===== src/rtl/vlv_pkg.sv =====
package vlv_pkg;
  typedef enum logic [1:0] {
    V_IDLE = 2'd0,
    V_CONN = 2'd1,
    V_DRV  = 2'd2,
    V_REL  = 2'd3
  } vstate_t;

  localparam logic [1:0] RS_CUR = 2'd0;
  localparam logic [1:0] RS_EVT = 2'd1;
  localparam logic [1:0] RS_EN  = 2'd2;
  localparam logic [1:0] RS_OT  = 2'd3;

  localparam logic WS_EN = 1'b0;
  localparam logic WS_OT = 1'b1;
endpackage


===== src/rtl/vlv_seq.sv =====
module vlv_seq
  import vlv_pkg::*;
#(
  parameter int OTW = 16
) (
  input  logic           clk,
  input  logic           rst_n,
  input  logic           tick,
  input  logic           start,
  input  logic [OTW-1:0] ot_ticks,
  output logic           supply_o,
  output logic           drive_o
);
  vstate_t        st_q, st_d;
  logic [OTW-1:0] cnt_q, cnt_d;

  always_comb begin
    st_d  = st_q;
    cnt_d = cnt_q;
    unique case (st_q)
      V_IDLE: if (start) begin
        st_d  = V_CONN;
        cnt_d = ot_ticks;
      end
      V_CONN: if (tick) st_d = V_DRV;
      V_DRV: if (tick) begin
        if (cnt_q <= OTW'(1)) st_d = V_REL;
        else cnt_d = cnt_q - 1'b1;
      end
      V_REL: if (tick) st_d = V_IDLE;
      default: st_d = V_IDLE;
    endcase
  end

  always_ff @(posedge clk or negedge rst_n) begin
    if (!rst_n) begin
      st_q  <= V_IDLE;
      cnt_q <= '0;
    end else begin
      st_q  <= st_d;
      cnt_q <= cnt_d;
    end
  end

  assign supply_o = (st_q != V_IDLE);
  assign drive_o  = (st_q == V_DRV);


  drive_after_supply_chk: assert property (@(posedge clk) disable iff (!rst_n)
    $rose(drive_o) |-> $past(supply_o));


  supply_after_drive_chk: assert property (@(posedge clk) disable iff (!rst_n)
    $fell(supply_o) |-> !$past(drive_o));


  timer_live_chk: assert property (@(posedge clk) disable iff (!rst_n)
    (st_q == V_DRV) |-> (cnt_q != '0));
endmodule


===== src/rtl/vlv_debounce.sv =====
module vlv_debounce #(
  parameter int DB_TICKS = 8
) (
  input  logic clk,
  input  logic rst_n,
  input  logic tick,
  input  logic raw,
  output logic deb
);
  localparam int CW = (DB_TICKS > 1) ? $clog2(DB_TICKS) : 1;

  logic [1:0]    sync_q;
  logic          deb_q, deb_d;
  logic [CW-1:0] cnt_q, cnt_d;

  always_comb begin
    deb_d = deb_q;
    cnt_d = cnt_q;
    if (sync_q[1] == deb_q) begin
      cnt_d = '0;
    end else if (tick) begin
      if (cnt_q == CW'(DB_TICKS - 1)) begin
        deb_d = sync_q[1];
        cnt_d = '0;
      end else begin
        cnt_d = cnt_q + 1'b1;
      end
    end
  end

  always_ff @(posedge clk or negedge rst_n) begin
    if (!rst_n) begin
      sync_q <= '0;
      deb_q  <= 1'b0;
      cnt_q  <= '0;
    end else begin
      sync_q <= {sync_q[0], raw};
      deb_q  <= deb_d;
      cnt_q  <= cnt_d;
    end
  end

  assign deb = deb_q;


  deb_on_tick_chk: assert property (@(posedge clk) disable iff (!rst_n)
    !$stable(deb_q) |-> $past(tick));
endmodule


===== src/rtl/vlv_status.sv =====
module vlv_status #(
  parameter int W = 8
) (
  input  logic         clk,
  input  logic         rst_n,
  input  logic [W-1:0] live,
  input  logic         clr,
  output logic [W-1:0] cur_o,
  output logic [W-1:0] evt_o
);
  logic [W-1:0] cur_q, evt_q, evt_d;

  always_comb begin
    evt_d = (clr ? '0 : evt_q) | (live ^ cur_q);
  end

  always_ff @(posedge clk or negedge rst_n) begin
    if (!rst_n) begin
      cur_q <= '0;
      evt_q <= '0;
    end else begin
      cur_q <= live;
      evt_q <= evt_d;
    end
  end

  assign cur_o = cur_q;
  assign evt_o = evt_q;


  evt_sticky_chk: assert property (@(posedge clk) disable iff (!rst_n)
    !$past(clr) |-> ((evt_q & $past(evt_q)) == $past(evt_q)));


  evt_on_change_chk: assert property (@(posedge clk) disable iff (!rst_n)
    ((cur_q ^ $past(cur_q)) & ~evt_q) == '0);
endmodule


===== src/rtl/vlv_ctrl.sv =====
module vlv_ctrl
  import vlv_pkg::*;
#(
  parameter int NV       = 4,
  parameter int OTW      = 16,
  parameter int OT_MIN   = 50,
  parameter int OT_MAX   = 30000,
  parameter int DB_TICKS = 8
) (
  input  logic           clk,
  input  logic           rst_n,
  input  logic           tick,
  input  logic           wr_en,
  input  logic           wr_sel,
  input  logic [OTW-1:0] wr_data,
  input  logic           rd_en,
  input  logic [1:0]     rd_sel,
  output logic [OTW-1:0] rd_data,
  input  logic [NV-1:0]  fire,
  input  logic [NV-1:0]  emerg,
  input  logic [NV-1:0]  volt_sense,
  input  logic [NV-1:0]  pos_sw,
  output logic [NV-1:0]  supply_on,
  output logic [NV-1:0]  drive_on
);
  localparam int SW = 2 * NV;
  localparam logic [OTW-1:0] OT_LO = OTW'(OT_MIN);
  localparam logic [OTW-1:0] OT_HI = OTW'(OT_MAX);

  logic [NV-1:0]  en_q, en_d;
  logic [OTW-1:0] ot_q, ot_d, ot_clamp;
  logic [OTW-1:0] rd_q, rd_d;
  logic [NV-1:0]  volt_m, volt_s;
  logic [NV-1:0]  pos_deb;
  logic [NV-1:0]  start;
  logic [SW-1:0]  cur, evt;
  logic           evt_clr;

  always_comb begin
    if (wr_data < OT_LO)      ot_clamp = OT_LO;
    else if (wr_data > OT_HI) ot_clamp = OT_HI;
    else                      ot_clamp = wr_data;
  end

  always_comb begin
    en_d = en_q;
    ot_d = ot_q;
    if (wr_en && wr_sel == WS_EN) en_d = wr_data[NV-1:0];
    if (wr_en && wr_sel == WS_OT) ot_d = ot_clamp;
  end

  assign evt_clr = rd_en && (rd_sel == RS_EVT);

  always_comb begin
    rd_d = rd_q;
    if (rd_en) begin
      unique case (rd_sel)
        RS_CUR:  rd_d = OTW'(cur);
        RS_EVT:  rd_d = OTW'(evt);
        RS_EN:   rd_d = OTW'(en_q);
        default: rd_d = ot_q;
      endcase
    end
  end

  always_ff @(posedge clk or negedge rst_n) begin
    if (!rst_n) begin
      en_q   <= '0;
      ot_q   <= OT_LO;
      rd_q   <= '0;
      volt_m <= '0;
      volt_s <= '0;
    end else begin
      en_q   <= en_d;
      ot_q   <= ot_d;
      rd_q   <= rd_d;
      volt_m <= volt_sense;
      volt_s <= volt_m;
    end
  end

  assign rd_data = rd_q;
  assign start   = (fire & en_q) | emerg;

  for (genvar i = 0; i < NV; i++) begin : g_valve
    vlv_seq #(.OTW(OTW)) u_seq (
      .clk      (clk),
      .rst_n    (rst_n),
      .tick     (tick),
      .start    (start[i]),
      .ot_ticks (ot_q),
      .supply_o (supply_on[i]),
      .drive_o  (drive_on[i])
    );

    vlv_debounce #(.DB_TICKS(DB_TICKS)) u_deb (
      .clk   (clk),
      .rst_n (rst_n),
      .tick  (tick),
      .raw   (pos_sw[i]),
      .deb   (pos_deb[i])
    );


    start_cause_chk: assert property (@(posedge clk) disable iff (!rst_n)
      $rose(supply_on[i]) |-> $past(emerg[i] || (fire[i] && en_q[i])));
  end

  vlv_status #(.W(SW)) u_stat (
    .clk   (clk),
    .rst_n (rst_n),
    .live  ({pos_deb, volt_s}),
    .clr   (evt_clr),
    .cur_o (cur),
    .evt_o (evt)
  );


  ot_range_chk: assert property (@(posedge clk) disable iff (!rst_n)
    (ot_q >= OT_LO) && (ot_q <= OT_HI));
endmodule


===== config.mk =====
export PLATFORM = sky130hd
export DESIGN_NAME = vlv_ctrl
export DESIGN_NICKNAME = d
export VERILOG_FILES = /design/src/rtl/vlv_pkg.sv /design/src/rtl/vlv_seq.sv /design/src/rtl/vlv_debounce.sv /design/src/rtl/vlv_status.sv /design/src/rtl/vlv_ctrl.sv
export SDC_FILE = /design/constraint.sdc
export NUM_CORES = 1
export LEC_CHECK = 0
export BUFFER_PORTS_ARGS = -buffer_cell sky130_fd_sc_hd__buf_4
export CAP_MARGIN = 20
export CORE_MARGIN = 1
export CORE_UTILIZATION = 55
export CTS_CLUSTER_SIZE = 16
export DETAILED_ROUTE_END_ITERATION = 10
export PLACE_DENSITY = 0.77
export SLEW_MARGIN = 20
export SYNTH_ARGS = -nofsm -noshare
export SYNTH_HDL_FRONTEND = slang
export SYNTH_SLANG_ARGS = --single-unit
export TNS_END_PERCENT = 30

===== constraint.sdc =====
create_clock -name clk -period 2.4 [get_ports clk]
set_clock_uncertainty 0.2 [all_clocks]
set_input_delay 0.48 -clock clk [delete_from_list [all_inputs] [get_ports clk]]
set_output_delay 0.48 -clock clk [all_outputs]
set_load 0.005 [all_outputs]

==> run summary <==
Yosys top cell area share -> 44.9%
Synthesis-stage register bit count -> 156
Commonest non-fill, non-tap cells in the layout -> 153 x dfrtp_1, 117 x buf_4, 114 x nand2_1, 69 x nor2_1, 59 x a21oi_1
Sequential element share of the synthesized area -> 45.8%
CP Data Required Time -> 2550 ps
Largest area contributor in the netlist -> dfrtp_1
Routed Antenna Nets -> 0
Postcts setup bufs -> 0
Final worst-path cycle share -> 97.2%
Post-synthesis cell type count -> 76
CTS Buf Count -> 17
Number of synthesized flops with an enable pin -> 0
Clock Tree Buf Depth -> 2
Post-synthesis cell area -> 8530 µm²
# port buffers -> 63
Core Box Area -> 15,100 µm²
Post-Place Cell Area -> 9550 µm²
GRT Total Usage -> 29.2%
Ant. Diodes -> 0
Cells after synthesis -> 901
Leading cell type in the layout, fill and taps excluded -> dfrtp_1
Final hold slack -> 103 ps
Largest net degree at the start of global routing -> 56
Power Density -> 1190 nW/µm²
Worst reg2reg startpoint -> g_valve[2].u_seq.cnt_q[1]
Hold Path End -> en_q[0]
Die area -> 16,000 µm²
Vias -> 7,501
VDD IR-drop max -> 652 µV
Design area -> 10,300 µm²
Initial antenna violation count -> 0
Synthesized net count -> 973
Hold WC Path Type -> primary input to register
Critical Path End Type -> register
Hpwl dp -> 15,300 µm
Share of layout cells above drive strength 1 -> 20.2%
Vias per cell -> 6.24
Max-slew violation count -> 0
Slew headroom -> 55.7%
GP Congestion -> 0.946
GR Overflow Total -> 0
Largest cells by area after synthesis -> dfrtp_1 45%, nand2_1 5.0%, ha_1 4.7%, mux2i_1 4.0%, a21oi_1 3.5%
Clk root buf -> clkbuf_16
Setup CP Type -> register to register
YS warnings -> 0
DRC -> 0
H-tree depth -> 4
Non-Filler Instances -> 1,202
DR WL/cell -> 18.6 µm
Final setup vio count -> 0
Number of global-route vias before repair -> 7,297
Placed Cells -> 1,161
M2 GR Usage -> 45.9%
1st-iter DRT viols -> 797
Syn Area/Cell -> 9.47 µm²
Row Count -> 45
M1 GR Usage -> 39.6%
First-pass GRT wire length -> 36,400 µm
Starting Density -> 56.3%
DIE WIDTH -> 127 µm
Total wire length -> 22,300 µm
CTS Sinks -> 156
Clock Latency Late Sink -> 430 ps
Status -> completed
Lkg Pwr -> 4.46 nW
R2R Path End -> g_valve[2].u_seq.cnt_q[14]
Worst hold start -> wr_data[0]
Final hold vios -> 0
GR Util met3 -> 6.12%
CTS tree -> built
Critical path launch point type -> register
Grt peak-use layer -> met2
DR pass1 iterations -> 5
Asr flop ratio synth -> 100%
Hold Path Cell Cnt -> 3
Final #Nets -> 1,073
Syn-to-layout area delta -> 20.4%
Fin crit period -> 2330 ps
Max cap viols -> 0
R2R Setup Slk -> 70 ps
Most used DFF post-synth -> dfrtp_1
CP arrival -> 2480 ps
RSZ-0062 raised after global routing -> true
Clock-pin slew on the worst setup and hold paths -> 60 ps
Maximum clock frequency -> 429 MHz
Die H -> 127 µm
Register-to-Register Path Depth -> 9
Worst Tran Pin Value -> 664 ps
Worst-path fanout max -> 5
Io pins -> 64
==> cell type report <==
| cell class | count | area [µm²] |
|---|---|---|
| clock buffers | 21 | 450 |
| clock inverters | 11 | 120 |
| inverters | 37 | 139 |
| fillers | 1177 | 4870 |
| multi-input cells | 659 | 4380 |
| repair buffers | 130 | 1040 |
| flip-flops and latches | 156 | 3910 |
| well taps | 188 | 235 |
==> state kept, by name (all words and copies together), names as in the netlist <==
| register | cells |
|---|---|
| volt_s | 4 |
| g_valve.u_deb.cnt_q | 12 |
| rd_data | 16 |
| u_stat.evt_o | 8 |
| g_valve.u_deb.deb | 4 |
| volt_m | 4 |
| g_valve.u_seq.cnt_q | 64 |
| ot_q | 16 |
| en_q | 4 |
| u_stat.cur_o | 8 |
| g_valve.u_deb.sync_q | 8 |
| g_valve.u_seq.st_q | 8 |
==> cell usage after synthesis, drive strengths merged (3+ instances only) <==
master and instances:
nand2 114, o21ai 45, o22ai 38, or4 9, a21oi 60, inv 37
o31ai 3, buf 10, a22oi 13, o22a 10, a21o 3, mux2i 34
dfstp 3, mux2 13, nand2b 12, or3 9, a21boi 5, a2111oi 4
o41ai 6, a221oi 3, a31oi 20, xnor2 12, ha 32, or2 3
nor4 15, nand4 5, nor3 25, clkbuf 39, o31a 4, mux4 4
a41oi 3, nor2 70, and2 8, o211ai 3, nand3b 6, a311oi 4
nor2b 6, dfrtp 153, nand3 18, o311ai 3
==> worst max-delay path, stage by stage (launching register included) <==
cell and delay [ps]:
dfrtp_1 420, inv_2 90, ha_1 150, or3b_2 460
buf_4 170, nor4_2 170, buf_4 180, a31oi_1 70
a41o_1 220, a21oi_2 130
==> where the power goes <==
group          switching [mW]  internal, mW
combinational            2.94          2.44
clock                    1.06          1.55
sequential              0.905          3.37
total                    4.90          7.36
==> worst max path at each step <==
stage                                  to  depth (start not counted)                       from
2_1_floorplan    g_valve[0].u_seq.st_q[1]                          7  g_valve[0].u_seq.cnt_q[0]
3_3_place_gp   g_valve[2].u_seq.cnt_q[13]                          5  g_valve[2].u_seq.cnt_q[0]
3_5_place_dp   g_valve[2].u_seq.cnt_q[13]                          5  g_valve[2].u_seq.cnt_q[0]
4_1_cts        g_valve[3].u_seq.cnt_q[14]                          7  g_valve[3].u_seq.cnt_q[1]
5_1_grt        g_valve[2].u_seq.cnt_q[14]                          9  g_valve[2].u_seq.cnt_q[1]
6_report       g_valve[2].u_seq.cnt_q[14]                          9  g_valve[2].u_seq.cnt_q[1]
==> per-stage QoR <==
step / util, % / total power [mW] / setup TNS, ps / setup WS [ps]
2_1_floorplan: - / 7.69 / -40.8 / -18.9
3_3_place_gp: 63.0 / 9.29 / 0 / 21.7
3_5_place_dp: 63.0 / 9.45 / -18.6 / -18.6
4_1_cts: 67.4 / 12.1 / 0 / 4.07
5_1_grt: 67.8 / 13.1 / -140 / -51.3
6_report: 67.8 / 12.3 / 0 / 67.2
==> cells by family (layout without fill, tap and decap cells) <==
logic type / Yosys count / in the layout / synth area share [%]
muxes: 51 / 51 / 6.76
and+or+nand+nor: 311 / 311 / 17.9
DFF: 156 / 156 / 45.8
xor gates and xnor gates: 12 / 12 / 1.23
AOI/OAI and AO/OA: 253 / 253 / 19.5
buffers and inverters: 86 / 199 / 4.14
adders and majority gates: 32 / 32 / 4.69
==> routing by layer <==
layer | vias up | part of all wire [%]
li1 | 3499 | -
met1 | 3621 | 43
met2 | 320 | 46
met3 | 61 | 7.5
met4 | 0 | 3.3
met5 | - | 0
==> what timing repair did <==
item                       CTS  global route
pin swaps                    1             3
setup endpoints to repair    1            15
hold buffers                 9             0
gates resized for setup      0            18
hold endpoints to repair    50             0
(Power assumes the default switching activity.)
